File: src/rtl/dht_pkg.sv
package dht_pkg;
  localparam int OFS_ID     = 'h00;
  localparam int OFS_CNT_LO = 'h10;
  localparam int OFS_CNT_HI = 'h14;
  localparam int OFS_PRD_LO = 'h18;
  localparam int OFS_PRD_HI = 'h1C;
  localparam int OFS_CTL    = 'h20;
  localparam int OFS_GCTL   = 'h24;

  localparam int EN_LSB_LO = 6;
  localparam int EN_LSB_HI = 22;

  localparam logic [1:0] EN_OFF  = 2'd0;
  localparam logic [1:0] EN_ONCE = 2'd1;
  localparam logic [1:0] GM_DUAL32 = 2'd1;

  localparam int NUM_HALVES = 2;
  localparam int GCTL_W = 4;
endpackage

File: src/rtl/dht_half.sv
module dht_half
  import dht_pkg::*;
#(
  parameter int DATA_W = 32
) (
  input  logic              clk,
  input  logic              rst,
  input  logic              run_en_i,
  input  logic              rel_i,
  input  logic              cnt_wr_i,
  input  logic              prd_wr_i,
  input  logic              mode_wr_i,
  input  logic [DATA_W-1:0] wdata_i,
  input  logic [1:0]        mode_wdata_i,
  output logic [DATA_W-1:0] cnt_o,
  output logic [DATA_W-1:0] prd_o,
  output logic [1:0]        mode_o,
  output logic              irq_o
);
  localparam logic [DATA_W-1:0] ONE = {{(DATA_W-1){1'b0}}, 1'b1};

  logic [DATA_W-1:0] cnt_q, prd_q;
  logic [1:0]        mode_q;
  logic              irq_q;
  logic              run, hit;

  assign run = rel_i && run_en_i && (mode_q != EN_OFF);
  assign hit = run && (cnt_q == prd_q) && !cnt_wr_i;

  always_ff @(posedge clk) begin
    if (rst) begin
      cnt_q  <= '0;
      prd_q  <= '0;
      mode_q <= EN_OFF;
      irq_q  <= 1'b0;
    end else begin
      irq_q <= hit;
      if (prd_wr_i) prd_q <= wdata_i;
      if (!rel_i)          cnt_q <= '0;
      else if (cnt_wr_i)   cnt_q <= wdata_i;
      else if (hit)        cnt_q <= (mode_q == EN_ONCE) ? cnt_q : '0;
      else if (run)        cnt_q <= cnt_q + ONE;
      if (mode_wr_i)                        mode_q <= mode_wdata_i;
      else if (hit && (mode_q == EN_ONCE))  mode_q <= EN_OFF;
    end
  end

  assign cnt_o  = cnt_q;
  assign prd_o  = prd_q;
  assign mode_o = mode_q;
  assign irq_o  = irq_q;

  // a half whose run bit is low is cleared on the next edge
  p_clear_when_held_r4: assert property (@(posedge clk) disable iff (rst)
    !rel_i |=> (cnt_o == '0));

  // a half that is released but not running keeps its count
  p_hold_when_idle_r4: assert property (@(posedge clk) disable iff (rst)
    (rel_i && !(run_en_i && mode_o != EN_OFF) && !cnt_wr_i) |=> $stable(cnt_o));

  // a running half below its match steps by exactly one
  p_step_one_r4: assert property (@(posedge clk) disable iff (rst)
    (run && (cnt_o != prd_o) && !cnt_wr_i) |=> (cnt_o == $past(cnt_o) + ONE));

  // a match while running raises the interrupt one cycle later
  p_irq_on_match_r5: assert property (@(posedge clk) disable iff (rst)
    (run && (cnt_o == prd_o) && !cnt_wr_i) |=> irq_o);

  // a one-shot match leaves the enable field off unless software rewrites it
  p_oneshot_off_r6: assert property (@(posedge clk) disable iff (rst)
    (hit && (mode_o == EN_ONCE) && !mode_wr_i) |=> (mode_o == EN_OFF));
endmodule

File: src/rtl/dht_rdmux.sv
module dht_rdmux
  import dht_pkg::*;
#(
  parameter int                DATA_W   = 32,
  parameter int                ADDR_W   = 6,
  parameter logic [DATA_W-1:0] ID_VALUE = 32'h4454_0001
) (
  input  logic [ADDR_W-1:0] addr_i,
  input  logic [DATA_W-1:0] cnt_lo_i,
  input  logic [DATA_W-1:0] cnt_hi_i,
  input  logic [DATA_W-1:0] prd_lo_i,
  input  logic [DATA_W-1:0] prd_hi_i,
  input  logic [1:0]        mode_lo_i,
  input  logic [1:0]        mode_hi_i,
  input  logic [GCTL_W-1:0] gctl_i,
  output logic [DATA_W-1:0] word_o
);
  always_comb begin
    word_o = '0;
    case (addr_i)
      ADDR_W'(OFS_ID):     word_o = ID_VALUE;
      ADDR_W'(OFS_CNT_LO): word_o = cnt_lo_i;
      ADDR_W'(OFS_CNT_HI): word_o = cnt_hi_i;
      ADDR_W'(OFS_PRD_LO): word_o = prd_lo_i;
      ADDR_W'(OFS_PRD_HI): word_o = prd_hi_i;
      ADDR_W'(OFS_CTL): begin
        word_o[EN_LSB_LO +: 2] = mode_lo_i;
        word_o[EN_LSB_HI +: 2] = mode_hi_i;
      end
      ADDR_W'(OFS_GCTL):   word_o[GCTL_W-1:0] = gctl_i;
      default:             word_o = '0;
    endcase
  end
endmodule

File: src/rtl/dht_timer.sv
module dht_timer
  import dht_pkg::*;
#(
  parameter int                DATA_W   = 32,
  parameter int                ADDR_W   = 6,
  parameter logic [DATA_W-1:0] ID_VALUE = 32'h4454_0001
) (
  input  logic              clk,
  input  logic              rst,
  input  logic              bus_wr,
  input  logic              bus_rd,
  input  logic [ADDR_W-1:0] bus_addr,
  input  logic [DATA_W-1:0] bus_wdata,
  output logic [DATA_W-1:0] bus_rdata,
  output logic              irq_lo,
  output logic              irq_hi
);
  localparam logic [ADDR_W-1:0] CNT_OFS [NUM_HALVES] = '{ADDR_W'(OFS_CNT_LO), ADDR_W'(OFS_CNT_HI)};
  localparam logic [ADDR_W-1:0] PRD_OFS [NUM_HALVES] = '{ADDR_W'(OFS_PRD_LO), ADDR_W'(OFS_PRD_HI)};
  localparam int                EN_LSB  [NUM_HALVES] = '{EN_LSB_LO, EN_LSB_HI};

  logic [GCTL_W-1:0] gctl_q;
  logic [DATA_W-1:0] rdata_q, rd_word;
  logic [DATA_W-1:0] cnt  [NUM_HALVES];
  logic [DATA_W-1:0] prd  [NUM_HALVES];
  logic [1:0]        mode [NUM_HALVES];
  logic [NUM_HALVES-1:0] irq;
  logic run_en, ctl_wr;

  assign run_en = (gctl_q[3:2] == GM_DUAL32);
  assign ctl_wr = bus_wr && (bus_addr == ADDR_W'(OFS_CTL));

  always_ff @(posedge clk) begin
    if (rst) gctl_q <= '0;
    else if (bus_wr && (bus_addr == ADDR_W'(OFS_GCTL))) gctl_q <= bus_wdata[GCTL_W-1:0];
  end

  for (genvar h = 0; h < NUM_HALVES; h++) begin : g_half
    dht_half #(.DATA_W(DATA_W)) i_half (
      .clk         (clk),
      .rst         (rst),
      .run_en_i    (run_en),
      .rel_i       (gctl_q[h]),
      .cnt_wr_i    (bus_wr && (bus_addr == CNT_OFS[h])),
      .prd_wr_i    (bus_wr && (bus_addr == PRD_OFS[h])),
      .mode_wr_i   (ctl_wr),
      .wdata_i     (bus_wdata),
      .mode_wdata_i(bus_wdata[EN_LSB[h] +: 2]),
      .cnt_o       (cnt[h]),
      .prd_o       (prd[h]),
      .mode_o      (mode[h]),
      .irq_o       (irq[h])
    );
  end

  dht_rdmux #(.DATA_W(DATA_W), .ADDR_W(ADDR_W), .ID_VALUE(ID_VALUE)) i_rdmux (
    .addr_i   (bus_addr),
    .cnt_lo_i (cnt[0]),
    .cnt_hi_i (cnt[1]),
    .prd_lo_i (prd[0]),
    .prd_hi_i (prd[1]),
    .mode_lo_i(mode[0]),
    .mode_hi_i(mode[1]),
    .gctl_i   (gctl_q),
    .word_o   (rd_word)
  );

  always_ff @(posedge clk) begin
    if (rst)         rdata_q <= '0;
    else if (bus_rd) rdata_q <= rd_word;
  end

  assign bus_rdata = rdata_q;
  assign irq_lo    = irq[0];
  assign irq_hi    = irq[1];

  // the identification word reads back constant
  p_id_const_r3: assert property (@(posedge clk) disable iff (rst)
    (bus_rd && bus_addr == ADDR_W'(OFS_ID)) |=> (bus_rdata == ID_VALUE));

  // an unmapped address in the gap reads zero
  p_unmapped_zero_r2: assert property (@(posedge clk) disable iff (rst)
    (bus_rd && bus_addr == ADDR_W'('h08)) |=> (bus_rdata == '0));

  // without a read strobe the read data holds
  p_rdata_hold_r2: assert property (@(posedge clk) disable iff (rst)
    !bus_rd |=> $stable(bus_rdata));
endmodule

File: config.mk
export PLATFORM = sky130hd
export DESIGN_NAME = dht_timer
export DESIGN_NICKNAME = d
export VERILOG_FILES = /design/src/rtl/dht_pkg.sv /design/src/rtl/dht_half.sv /design/src/rtl/dht_rdmux.sv /design/src/rtl/dht_timer.sv
export SDC_FILE = /design/constraint.sdc
export NUM_CORES = 1
export LEC_CHECK = 0
export BUFFER_PORTS_ARGS = -buffer_cell sky130_fd_sc_hd__buf_4
export CAP_MARGIN = 5
export CORE_MARGIN = 10
export CORE_UTILIZATION = 47
export DETAILED_ROUTE_END_ITERATION = 12
export GPL_ROUTABILITY_DRIVEN = 0
export GPL_TIMING_DRIVEN = 0
export PLACE_DENSITY = 0.67
export SETUP_SLACK_MARGIN = 0.02
export SLEW_MARGIN = 20
export SYNTH_ARGS = -nofsm -noshare
export SYNTH_HDL_FRONTEND = slang
export SYNTH_SLANG_ARGS = --single-unit
File: constraint.sdc
create_clock -name clk -period 2.3 [get_ports clk]
set_input_delay 0.46 -clock clk [delete_from_list [all_inputs] [get_ports clk]]
set_output_delay 0.46 -clock clk [all_outputs]
set_load 0.02 [all_outputs]
# Yosys cells after proc, flatten, opt, wreduce, memory -nomap -nowiden

Index checks and enable logic that the tools add are counted.

Bits in registers: 170
Bits in latches: 0
Memory bits (writable): 0
Memory bits (read-only): 0
Input bits: 42
Logic and storage cells: 74
Memories kept: 0

$add $sub $neg: 2
$mul: 0
Div/mod/pow operators: 0
Order comparisons: 0
Eq/ne operators: 13
Shift operators: 0
Mux-type cells: 18
Bitwise operators: 2
Reductions and logical operators: 29

Operator list:

| cell                                                                     | count |
|---|---|
| 32-bit 2-to-1 mux                                                        | 8 |
| 14-bit one-hot mux with 5 select lines                                   | 1 |
| 32-bit by 1-bit adder with 32-bit output (second input constant)         | 2 |
| 32-bit == test                                                           | 2 |
| 8-bit one-hot mux with 5 select lines                                    | 1 |
| 6-bit by 5-bit == test with 1-bit output (second input constant)         | 4 |
| 4-bit one-hot mux with 6 select lines                                    | 1 |
| 1-bit logical AND                                                        | 16 |
| 6-bit == test (second input constant)                                    | 2 |
| 2-bit one-hot mux with 6 select lines                                    | 1 |
| 2-bit one-hot mux with 5 select lines                                    | 1 |
| 2-bit 2-to-1 mux                                                         | 4 |
| 2-bit one-hot mux with 4 select lines                                    | 1 |
| 2-bit nonzero test                                                       | 4 |
| 2-bit by 1-bit == test with 1-bit output (second input constant)         | 3 |
| 6-bit zero test                                                          | 1 |
| 3-bit by 2-bit inequality test with 1-bit output (second input constant) | 2 |
| 3-bit nonzero test                                                       | 2 |
| 2-bit AND reduction                                                      | 2 |
| 2-bit OR reduction                                                       | 2 |
| 1-bit zero test                                                          | 2 |
| 1-bit inverter                                                           | 2 |

# Longest topological paths before layout

Gate-level depths: netlist (run 1).

Word-level depth: 8
Depth in mapped cells: 9
Mapped depth without buffers: 8

# Modules after synthesis

A second synthesis (run 1) with hierarchy kept.

Cells, all modules: 1,075
Area total of the unflattened synthesis: 9,929.5 µm²

Modules (own cells, without submodules):

| module    | instances | cells each | area an instance (µm²) | sequential area each (µm²) |
|---|---|---|---|---|
| dht_half  | 2         | 426        | 3,744.8                | 1,341.3 |
| dht_timer | 1         | 135        | 1,371.3                | 720.7 |
| dht_rdmux | 1         | 88         | 1,068.5                | 0.0 |

# Worst setup path after synthesis (run 1)

Ideal clock, no wire load.

Path type: register to register
From: register g_half[1].i_half.cnt_q[4]
To: register g_half[1].i_half.cnt_q[28]
Setup time: 0.133 ns
Arrival time: 2.158 ns
Data required time: 2.167 ns
Slack: 0.009 ns
Stages on the path, launching flop included: 9
Path buffers: 1
Period minus slack after synthesis: 2.291 ns
Cell sequence: dfxtp_1 > buf_2 > nand4_1 > or4_1 > nor4_2 > nand4_1 > xnor2_1 > a221oi_1 > nor3_1

Cells in the longest elaborated chain, start to end: 5
Elaborated cells between the ends (all ways): 10

RTL lines:

| element                                                                          | RTL line       | RTL |
|---|---|---|
| start, declared                                                                  | dht_half.sv:22 | `logic [DATA_W-1:0] cnt_q, prd_q;` |
| start signal, assigned                                                           | dht_half.sv:40 | `else if (cnt_wr_i) cnt_q <= wdata_i;` |
| start signal, assigned                                                           | dht_half.sv:41 | `else if (hit) cnt_q <= (mode_q == EN_ONCE) ? cnt_q : '0;` |
| start signal, assigned                                                           | dht_half.sv:42 | `else if (run) cnt_q <= cnt_q + ONE;` |
| branches (longest 5 deep; another with 32-bit by 1-bit adder with 32-bit output) | -              |  |

Several ways; the timed one is not identified. The select of a mux whose other input is x is not followed.
A chain may end at the register's enable or synchronous reset.

# Worst setup path in the final report (run 1)

From: input port rst
To: register g_half[1].i_half.cnt_q[26]

Cells in the longest elaborated chain, start to end: 1

RTL lines:

| element                      | RTL line       | RTL |
|---|---|---|
| start, declared              | dht_timer.sv:9 | `input logic rst,` |
| 2-bit OR reduction (no line) | -              |  |

Every way passes these cells.

==> results.md, run 1 <==
* Status: finished with violations
* Initial antenna violation count at 0
* Slew headroom at 0.446
* Post-DR vias/cell at 6.49
* Most common cell after layout, fill and taps aside: nand2_1
* # diodes at 0
* GRT Residual Overflow at 0
* Core Rows at 52
* Multi-input gate area at approximately 6600 sq um
* Cell count after synthesis at ~1,200
* Utilization after layout at 0.632
* Netlist cell types at 67
* H-tree Lvls at 4
* CP Max Fanout at 10
* Post-route cell area at 12,800 sq um
* Syn avg cell area at approximately 8 sq um
* Drt pass-1 iters at 6
* DRT iter0 DRCs at 1,348
* Clock network power share at 0.481
* CP Class: in -> reg
* Area grow syn2layout at 32.4%
* Max-cap violations at 0
* DR WL/cell at between 20 and 25 microns
* Post-synth ARST share at 0
* Fin crit period at 2.51 ns
* Via count at 10,558
* Critical Path Sink Type: flip-flop
* Root buf cell: clkbuf_16
* Post-synth EDFFs at 0
* Pwr/cell area at 503 nW/um^2
* Endpoints failing setup at 49
* Clock transition at path regs at 0.07 ns
* Cts hold-fix bufs at 0
* Combinational share of power at 0.061
* CTS Buf Count at 17
* Filler cells at 1,699
* Layout cells sized above 1 at 0.313
* Pre-CTS WS at -0.880 ns
* DP Area at 10,600 sq um
* TritonCTS clock tree: yes
* Startpoint types: input port
* Area share of the largest cell type after synthesis at 0.353
* First-pass GRT wire length at 56.8 mm
* Io pins at 76
* Pint at between 4 and 5 mW
* VDD IR max at 523 uV
* Slew Viols, Final at 0
* HP Class: in -> reg
* Max Freq at 0.398 GHz
* Fin Hold WS at approximately 0.32 ns
* Sequential area share after synthesis at 0.353
* Area of the mapped netlist at 9650 sq um
* Synth Flop Type: dfxtp_1
* Crit-path slowest cell: clkbuf_1
* Nets at 1,388
* Critical Path Most Common Cell: clkbuf_1
* Full die area at 26,700 sq um
* Starting Density at 0.477
* Critical path, cell by cell: buf_4 > clkbuf_1 > nand2b_1 > clkbuf_1 > nor3_1 > a22o_1 > a32o_1
* Sink Count at 170
* Max incr delay on CP at a little under 0.6 ns
* DRC at 0
* Sequential share of power at 0.458
* Psw at 1.58 mW
* Register area at 3510 sq um
* #FFs+latches synth at 170
* Final WL at slightly below 40 mm
* Lkg Pwr at roughly 4.9 nW
* I/O Buffers at 74
* Vias in the first global route at 9,496
* Syn_nets at 1,248
* Final setup margin at -0.215 ns
* Max Clock Skew at roughly 0.013 ns
* Final hold vios at 0
* Clock Latency Late Sink at 0.44 ns
* Post-detail-place hpwl at 27.9 mm
* GR Util All Layers at 0.275
* Crit path DAT at 2.84 ns
* Switching part of the total at 0.246
* Cell taking the most area after synthesis: dfxtp_1
* Worst Tran Pin Value at slightly above 0.8 ns
* Commonest cells after routing, fill and taps aside: 181 x nand2_1, 146 x a21oi_1, 125 x buf_4, 116 x dfxtp_1, 73 x nor2_1
* Die W at 163 microns
* Largest net degree at the start of global routing at 17
* CP required at 2.63 ns
* Ranking of synthesized cells by area: dfxtp_1 35%, a21oi_1 7.7%, nand2_1 7.2%
* Die H at between 150 and 200 microns
* Post-route ant nets at 0
* Yosys Warn Count at 0
* RSZ-0062 raised after global routing: true
* Fin crit share at 1.09
* PnR Total Power at 6.43 mW
* Clk buf depth at 2
* Core area at between 20,000 and 25,000 sq um
* Failing checks: setup timing
==> power by group through the flow <==
stage	registers, mW	logic, mW	clock network [mW]
2_1_floorplan	3.04	0.144	0
3_5_place_dp	3.03	0.352	0
6_report	2.95	0.394	3.09
3_3_place_gp	3.03	0.351	0
4_1_cts	2.95	0.363	3.09
5_1_grt	2.94	0.407	3.22
==> synthesized netlist by cell type (all sizes together), types with 20 or more instances <==
cell type / n
a21oi: 148
nand3: 37
o21ai: 26
nand4: 24
clkbuf: 75
nor3: 37
nor4: 34
nand2: 186
dfxtp: 170
a22oi: 20
nor2b: 34
xor2: 57
xnor2: 21
mux4: 26
buf: 30
o22ai: 28
o2bb2ai: 26
nor2: 77
==> registers in the layout, summed over array words and instances, names as in the netlist <==
register,flops
g_half.i_half.irq_o,2
g_half.i_half.mode_o,4
g_half.i_half.cnt_o,64
gctl_q,4
bus_rdata,32
g_half.i_half.prd_o,64
==> layer usage <==
layer / GRT usage / share of wire
met4: 0.107 / 0.046
met5: 0 / 0
met1: 0.365 / 0.37
met2: 0.431 / 0.46
met3: 0.0549 / 0.13
==> kinds of logic after synthesis <==
logic type	after synthesis	share of synthesized area
muxes	31	0.0669
DFF	170	0.353
and+or+nand+nor	494	0.254
AOI/OAI and AO/OA	313	0.203
xor gates and xnor gates	78	0.0708
buffers and inverters	116	0.0497
adders and majority gates	2	0.00259
==> final cells by class <==
class / instances / share of cell area
multi-input combinational: 920 / 0.519
sequential: 170 / 0.275
timing repair buffer: 134 / 0.0871
buffer: 90 / 0.0406
clock buffer: 19 / 0.0354
tap: 270 / 0.0264
clock inverter: 13 / 0.0129
inverter: 11 / 0.00323
==> what timing repair did <==
item	CTS	global route
pin swaps	30	76
resized for setup	159	155
endpoints found under the setup margin	144	103
setup buffers	27	27
cloned	2	6
==> critical path: cells and delay by family <==
| kind | cells | cell delay, ns |
|---|---|---|
| simple gates | 2 | 0.68 |
| compound gates | 2 | 0.46 |
| buf+inv | 3 | 1.24 |
==> stage by stage <==
stage / std cells / TNS, ns
after detailed placement: 1548 / -93.39
after floorplan: 1204 / 0
after global placement: 1548 / -88.40
after global routing: 1627 / -6.85
final: 1627 / -4.00
after CTS: 1595 / -0.125
==> worst paths after layout <==
kind / depth (start not counted) / endpoint / start / slack [ns]
worst max-delay path: 7 / g_half[1].i_half.cnt_o[26] / rst / -0.21
worst min-delay path: 3 / g_half[0].i_half.prd_o[27] / bus_wdata[27] / 0.32
worst max register to register: 10 / g_half[0].i_half.cnt_o[20] / g_half[0].i_half.cnt_o[30] / -0.13
worst min register to register: 2 / g_half[0].i_half.prd_o[3] / g_half[0].i_half.prd_o[3] / 0.48
Note: power is estimated with default switching activity, not from simulation.
==> run 2, diff against run 1 <==
--- a/config.mk
+++ b/config.mk
@@ -5,7 +5,8 @@
 export SDC_FILE = /design/constraint.sdc
 export NUM_CORES = 1
 export LEC_CHECK = 0
-export BUFFER_PORTS_ARGS = -buffer_cell sky130_fd_sc_hd__buf_4
+export ABC_CLOCK_PERIOD_IN_PS = 2300
+export BUFFER_PORTS_ARGS = -buffer_cell sky130_fd_sc_hd__buf_2
 export CAP_MARGIN = 5
 export CORE_MARGIN = 10
 export CORE_UTILIZATION = 47
==> results.md, run 2 (synthesized netlist as in run 1, its figures left out) <==
* Largest net degree at the start of global routing at 17
* Lkg Pwr at 4.76 nW
* CP Class: reg -> reg
* Layout cells sized above 1 at 0.292
* DP Area at approximately 10,000 sq um
* Max-cap violations at 0
* DRT iter0 DRCs at 1,115
* DR WL/cell at approximately 24 microns
* Slew headroom at 0.399
* Die H at approximately 160 microns
* Commonest cells after routing, fill and taps aside: 181 x nand2_1, 146 x a21oi_1, 113 x dfxtp_1, 83 x buf_2, 73 x nor2_1
* # diodes at 0
* Initial antenna violation count at 0
* Clock transition at path regs at 0.07 ns
* CP Max Fanout at 7
* Starting Density at 0.477
* DRC at 0
* Area grow syn2layout at 28.0%
* Endpoints failing setup at 25
* Fin crit share at 1.03
* Clk buf depth at 2
* Nets at 1,375
* TritonCTS clock tree: yes
* Most common cell after layout, fill and taps aside: nand2_1
* Clock Latency Late Sink at 0.45 ns
* Full die area at about 27,000 sq um
* Critical path, cell by cell: xor2_1 > nor4_1 > nand3_1 > buf_4 > nor3_4 > a31oi_4 > buf_6 > nor2_4 > a21o_2
* Final hold vios at 0
* Sink Count at 170
* Post-DR vias/cell at 6.43
* RSZ-0062 raised after global routing: true
* Io pins at 76
* CTS Buf Count at 17
* Die W at approximately 160 microns
* Register area at 3500 sq um
* Worst Tran Pin Value at 0.902 ns
* GRT Residual Overflow at 0
* VDD IR max at 518 uV
* Crit-path slowest cell: dfxtp_4
* Core area at 20,200 sq um
* Total negative slack at -0.875 ns
* Max Clock Skew at 0.0165 ns
* Drt pass-1 iters at 8
* Filler cells at 1,757
* Post-detail-place hpwl at 27.9 mm
* HP Class: in -> reg
* Max incr delay on CP at 0.38 ns
* Core Rows at 52
* Pwr/cell area at 526 nW/um^2
* GR Util All Layers at 0.274
* H-tree Lvls at 4
* CP required at between 2 and 3 ns
* Multi-input gate area at 6470 sq um
* Max Freq at 0.424 GHz
* Via count at 10,373
* Final WL at slightly below 40 mm
* Post-route cell area at ~12,000 sq um
* Utilization after layout at 0.610
* Failing checks: setup timing
* I/O Buffers at 74
* First-pass GRT wire length at 56.5 mm
* Final setup margin at -0.0592 ns
* Root buf cell: clkbuf_16
* Slew Viols, Final at 0
* Startpoint types: flip-flop
* Vias in the first global route at 9,506
* Crit path DAT at 2.74 ns
* Status: finished with violations
* Critical Path Sink Type: flip-flop
* Fin crit period at 2.36 ns
* Post-route ant nets at 0
-- run 2: cell types whose count changed in the layout (fill, tap and decap cells not counted), sizes merged --
cell and change:
buf -6, inv -4, clkinv -2, clkinvlp +2
a31oi -1, bufinv +1, clkbuf -1, clkdlybuf4s15 -1
dlymetal6s2s -1
-- run 2: final cells by class --
class | count | share of cell area
well taps | 270 | 0.0274
flip-flops and latches | 170 | 0.284
clock inverters | 10 | 0.0134
inverters | 11 | 0.00334
repair buffers | 124 | 0.0679
multi-input cells | 919 | 0.524
clock buffers | 22 | 0.0384
plain buffers | 88 | 0.0415
-- run 2: worst max-delay path, delay by kind of cell (launching register included) --
kind	cells	cell delay, ns
AOI/OAI and AO/OA	2	0.39
DFF	1	0.38
and+or+nand+nor	4	0.97
buffers and inverters	2	0.36
xor gates and xnor gates	1	0.20
-- run 2: metal layers --
| metal | vias to the layer above | global-route usage | part of all wire |
|---|---|---|---|
| li1 | 4628 | - | - |
| met1 | 4866 | 0.360 | 0.38 |
| met2 | 731 | 0.426 | 0.45 |
| met3 | 148 | 0.0599 | 0.12 |
| met4 | 0 | 0.115 | 0.054 |
| met5 | - | 0 | 0 |
-- run 2: final timing paths --
path	slack, ns	from	depth (start not counted)	end
max reg2reg	-0.06	g_half[0].i_half.cnt_o[1]	9	g_half[0].i_half.cnt_o[6]
max	-0.06	g_half[0].i_half.cnt_o[1]	9	g_half[0].i_half.cnt_o[6]
min reg2reg	0.49	g_half[1].i_half.prd_o[12]	2	g_half[1].i_half.prd_o[12]
min	0.33	bus_wdata[24]	3	g_half[1].i_half.prd_o[24]
-- run 2: stage by stage --
| stage | hold WS, ns | setup slack (ns) | power (mW) | std cells |
|---|---|---|---|---|
| after floorplan | 0.456 | 0.0265 | 3.18 | 1204 |
| after global placement | 0.465 | -0.885 | 3.36 | 1548 |
| after detailed placement | 0.475 | -0.923 | 3.36 | 1548 |
| after CTS | 0.322 | -0.00898 | 6.47 | 1595 |
| after global routing | 0.339 | -0.132 | 6.61 | 1614 |
| final | 0.333 | -0.0592 | 6.49 | 1614 |
-- run 2: where the power goes --
part           switching (mW)  total (mW)  internal [mW]  leakage (nW)
sequential            0.00918        2.95           2.94          1.40
clock                    1.27        3.18           1.91         0.303
combinational           0.258       0.364          0.106          3.06
-- run 2: repair_timing --
| item | CTS | global route |
|---|---|---|
| gates cloned | 3 | 4 |
| setup endpoints to repair | 146 | 124 |
| buffers inserted | 26 | 18 |
| pin swaps | 28 | 64 |
| resized for setup | 133 | 148 |
| hold buffers | 0 | 0 |
==> run 3, diff against run 2 <==
--- a/config.mk
+++ b/config.mk
@@ -13,7 +13,7 @@
 export DETAILED_ROUTE_END_ITERATION = 12
 export GPL_ROUTABILITY_DRIVEN = 0
 export GPL_TIMING_DRIVEN = 0
-export PLACE_DENSITY = 0.67
+export PLACE_DENSITY = 0.72
 export SETUP_SLACK_MARGIN = 0.02
 export SLEW_MARGIN = 20
 export SYNTH_ARGS = -nofsm -noshare
==> results.md, run 3 (synthesized netlist as in run 1, its figures left out) <==
* Filler cells at 1,679
* RSZ-0062 raised after global routing: true
* Max-cap violations at 0
* Status: finished with violations
* Post-detail-place hpwl at 27.3 mm
* Crit path DAT at 2.91 ns
* Fin crit period at 2.58 ns
* Core Rows at 52
* Endpoints failing setup at 53
* Io pins at 76
* Multi-input gate area at 6500 sq um
* Initial antenna violation count at 0
* HP Class: in -> reg
* DRT iter0 DRCs at 1,595
* Post-route ant nets at 0
* Core area at 20,200 sq um
* Area grow syn2layout at 29.4%
* Die W at 163 microns
* Lkg Pwr at 4.81 nW
* Fin crit share at 1.12
* # placed instances at approximately 1,500
* Post-route cell area at 12,500 sq um
* Slew headroom at 0.443
* CP required at 2.62 ns
* Full die area at 26,700 sq um
* Startpoint types: input port
* Fin cells at ~1,600
* Hold Path Origin: bus_wdata[27]
* Final setup margin at -0.285 ns
* Slew Viols, Final at 0
* TritonCTS clock tree: yes
* Failing checks: DRC, setup timing
* Most common cell after layout, fill and taps aside: nand2_1
* R2R Setup Slk at -0.12 ns
* Largest net degree at the start of global routing at 17
* Post-DR vias/cell at around 6.7
* Nets at 1,382
* Hold path depth at 3
* PnR Total Power at 6.60 mW
* Sink Count at 170
* First-pass GRT wire length at 56.2 mm
* DRC at 1
* # diodes at 0
* CP Max Fanout at 10
* Final hold vios at 0
* CTS Buf Count at 17
* DR WL/cell at 24.6 microns
* I/O Buffers at 74
* Fin Hold WS at 0.341 ns
* H-tree Lvls at 4
* Register area at 3500 sq um
* Die H at 163 microns
* Drt pass-1 iters at 12
* Pwr/cell area at 528 nW/um^2
* Layout cells sized above 1 at 0.299
* GRT Residual Overflow at 0
* Reg-to-reg startpoint: g_half[1].i_half.cnt_o[3]
* Critical Path Sink Type: flip-flop
* Reg2reg path depth at 8
* Clock transition at path regs at 0.07 ns
* Via count at 10,804
* Total negative slack at -4.45 ns
* Starting Density at 0.477
* VDD IR max at 514 uV
* Worst r2r dst: g_half[1].i_half.cnt_o[8]
* Clk buf depth at 2
* Final WL at between 30 and 40 mm
* DP Area at 10,400 sq um
* Commonest cells after routing, fill and taps aside: 180 x nand2_1, 146 x a21oi_1, 119 x dfxtp_1, 83 x buf_2, 73 x nor2_1
* Clock Latency Late Sink at 0.45 ns
* Root buf cell: clkbuf_16
* GR Util All Layers at 0.273
* Max Clock Skew at around 0.013 ns
* Hold worst-path end: g_half[1].i_half.prd_o[27]
* Worst Tran Pin Value at 0.835 ns
* CP Class: in -> reg
* Vias in the first global route at 9,600
* Max Freq at between 0.3 and 0.4 GHz
run 3: how the worst max path moves through the flow:
| stage | cells past startpoint | startpoint | to |
|---|---|---|---|
| after floorplan | 8 | g_half[1].i_half.cnt_o[4] | g_half[1].i_half.cnt_o[29] |
| after global placement | 9 | bus_addr[5] | g_half[1].i_half.cnt_o[29] |
| after detailed placement | 9 | bus_addr[5] | g_half[1].i_half.cnt_o[29] |
| after CTS | 8 | g_half[0].i_half.cnt_o[19] | g_half[0].i_half.cnt_o[25] |
| after global routing | 7 | rst | g_half[0].i_half.cnt_o[24] |
| final | 7 | rst | g_half[0].i_half.cnt_o[29] |
run 3: layer usage:
metal | wire length [microns] | share of wire | GRT usage | vias up
met5 | 0 | 0 | 0 | -
met4 | 2920 | 0.073 | 0.143 | 0
met3 | 5540 | 0.14 | 0.0702 | 225
met2 | 17300 | 0.43 | 0.423 | 927
met1 | 14100 | 0.35 | 0.343 | 5020
li1 | - | - | - | 4632
run 3: per-stage QoR:
stage / utilization / setup WS (ns)
final: 0.617 / -0.285
after global routing: 0.617 / -0.297
after CTS: 0.575 / -0.0213
after detailed placement: 0.512 / -0.925
after global placement: 0.512 / -0.882
after floorplan: - / 0.0265
run 3: critical path, cell delays in order:
cell and delay [ns]:
buf_2 0.11, clkbuf_1 0.57, nand2b_1 0.31, clkbuf_1 0.52, buf_1 0.55, o22ai_1 0.21, o2bb2ai_1 0.16
run 3: layout make-up:
cell class | count | area share
clock buffer | 21 | 0.0369
multi-input combinational | 919 | 0.521
buffer | 87 | 0.0417
timing repair buffer | 132 | 0.0744
tap | 270 | 0.0271
clock inverter | 11 | 0.0153
sequential | 170 | 0.281
inverter | 11 | 0.00331
run 3: where the power goes:
| part | switching (mW) | internal, mW |
|---|---|---|
| registers | 0.00923 | 2.94 |
| logic | 0.264 | 0.106 |
| clock network | 1.29 | 1.99 |
| total | 1.57 | 5.03 |
run 3: timing repair:
item                                    4_1_cts  5_1_grt
endpoints found under the setup margin      138      108
gates resized for setup                     147      158
pin swaps                                    25       70
buffers inserted                             23       29
hold buffers                                  0        0
cloned                                        2        5
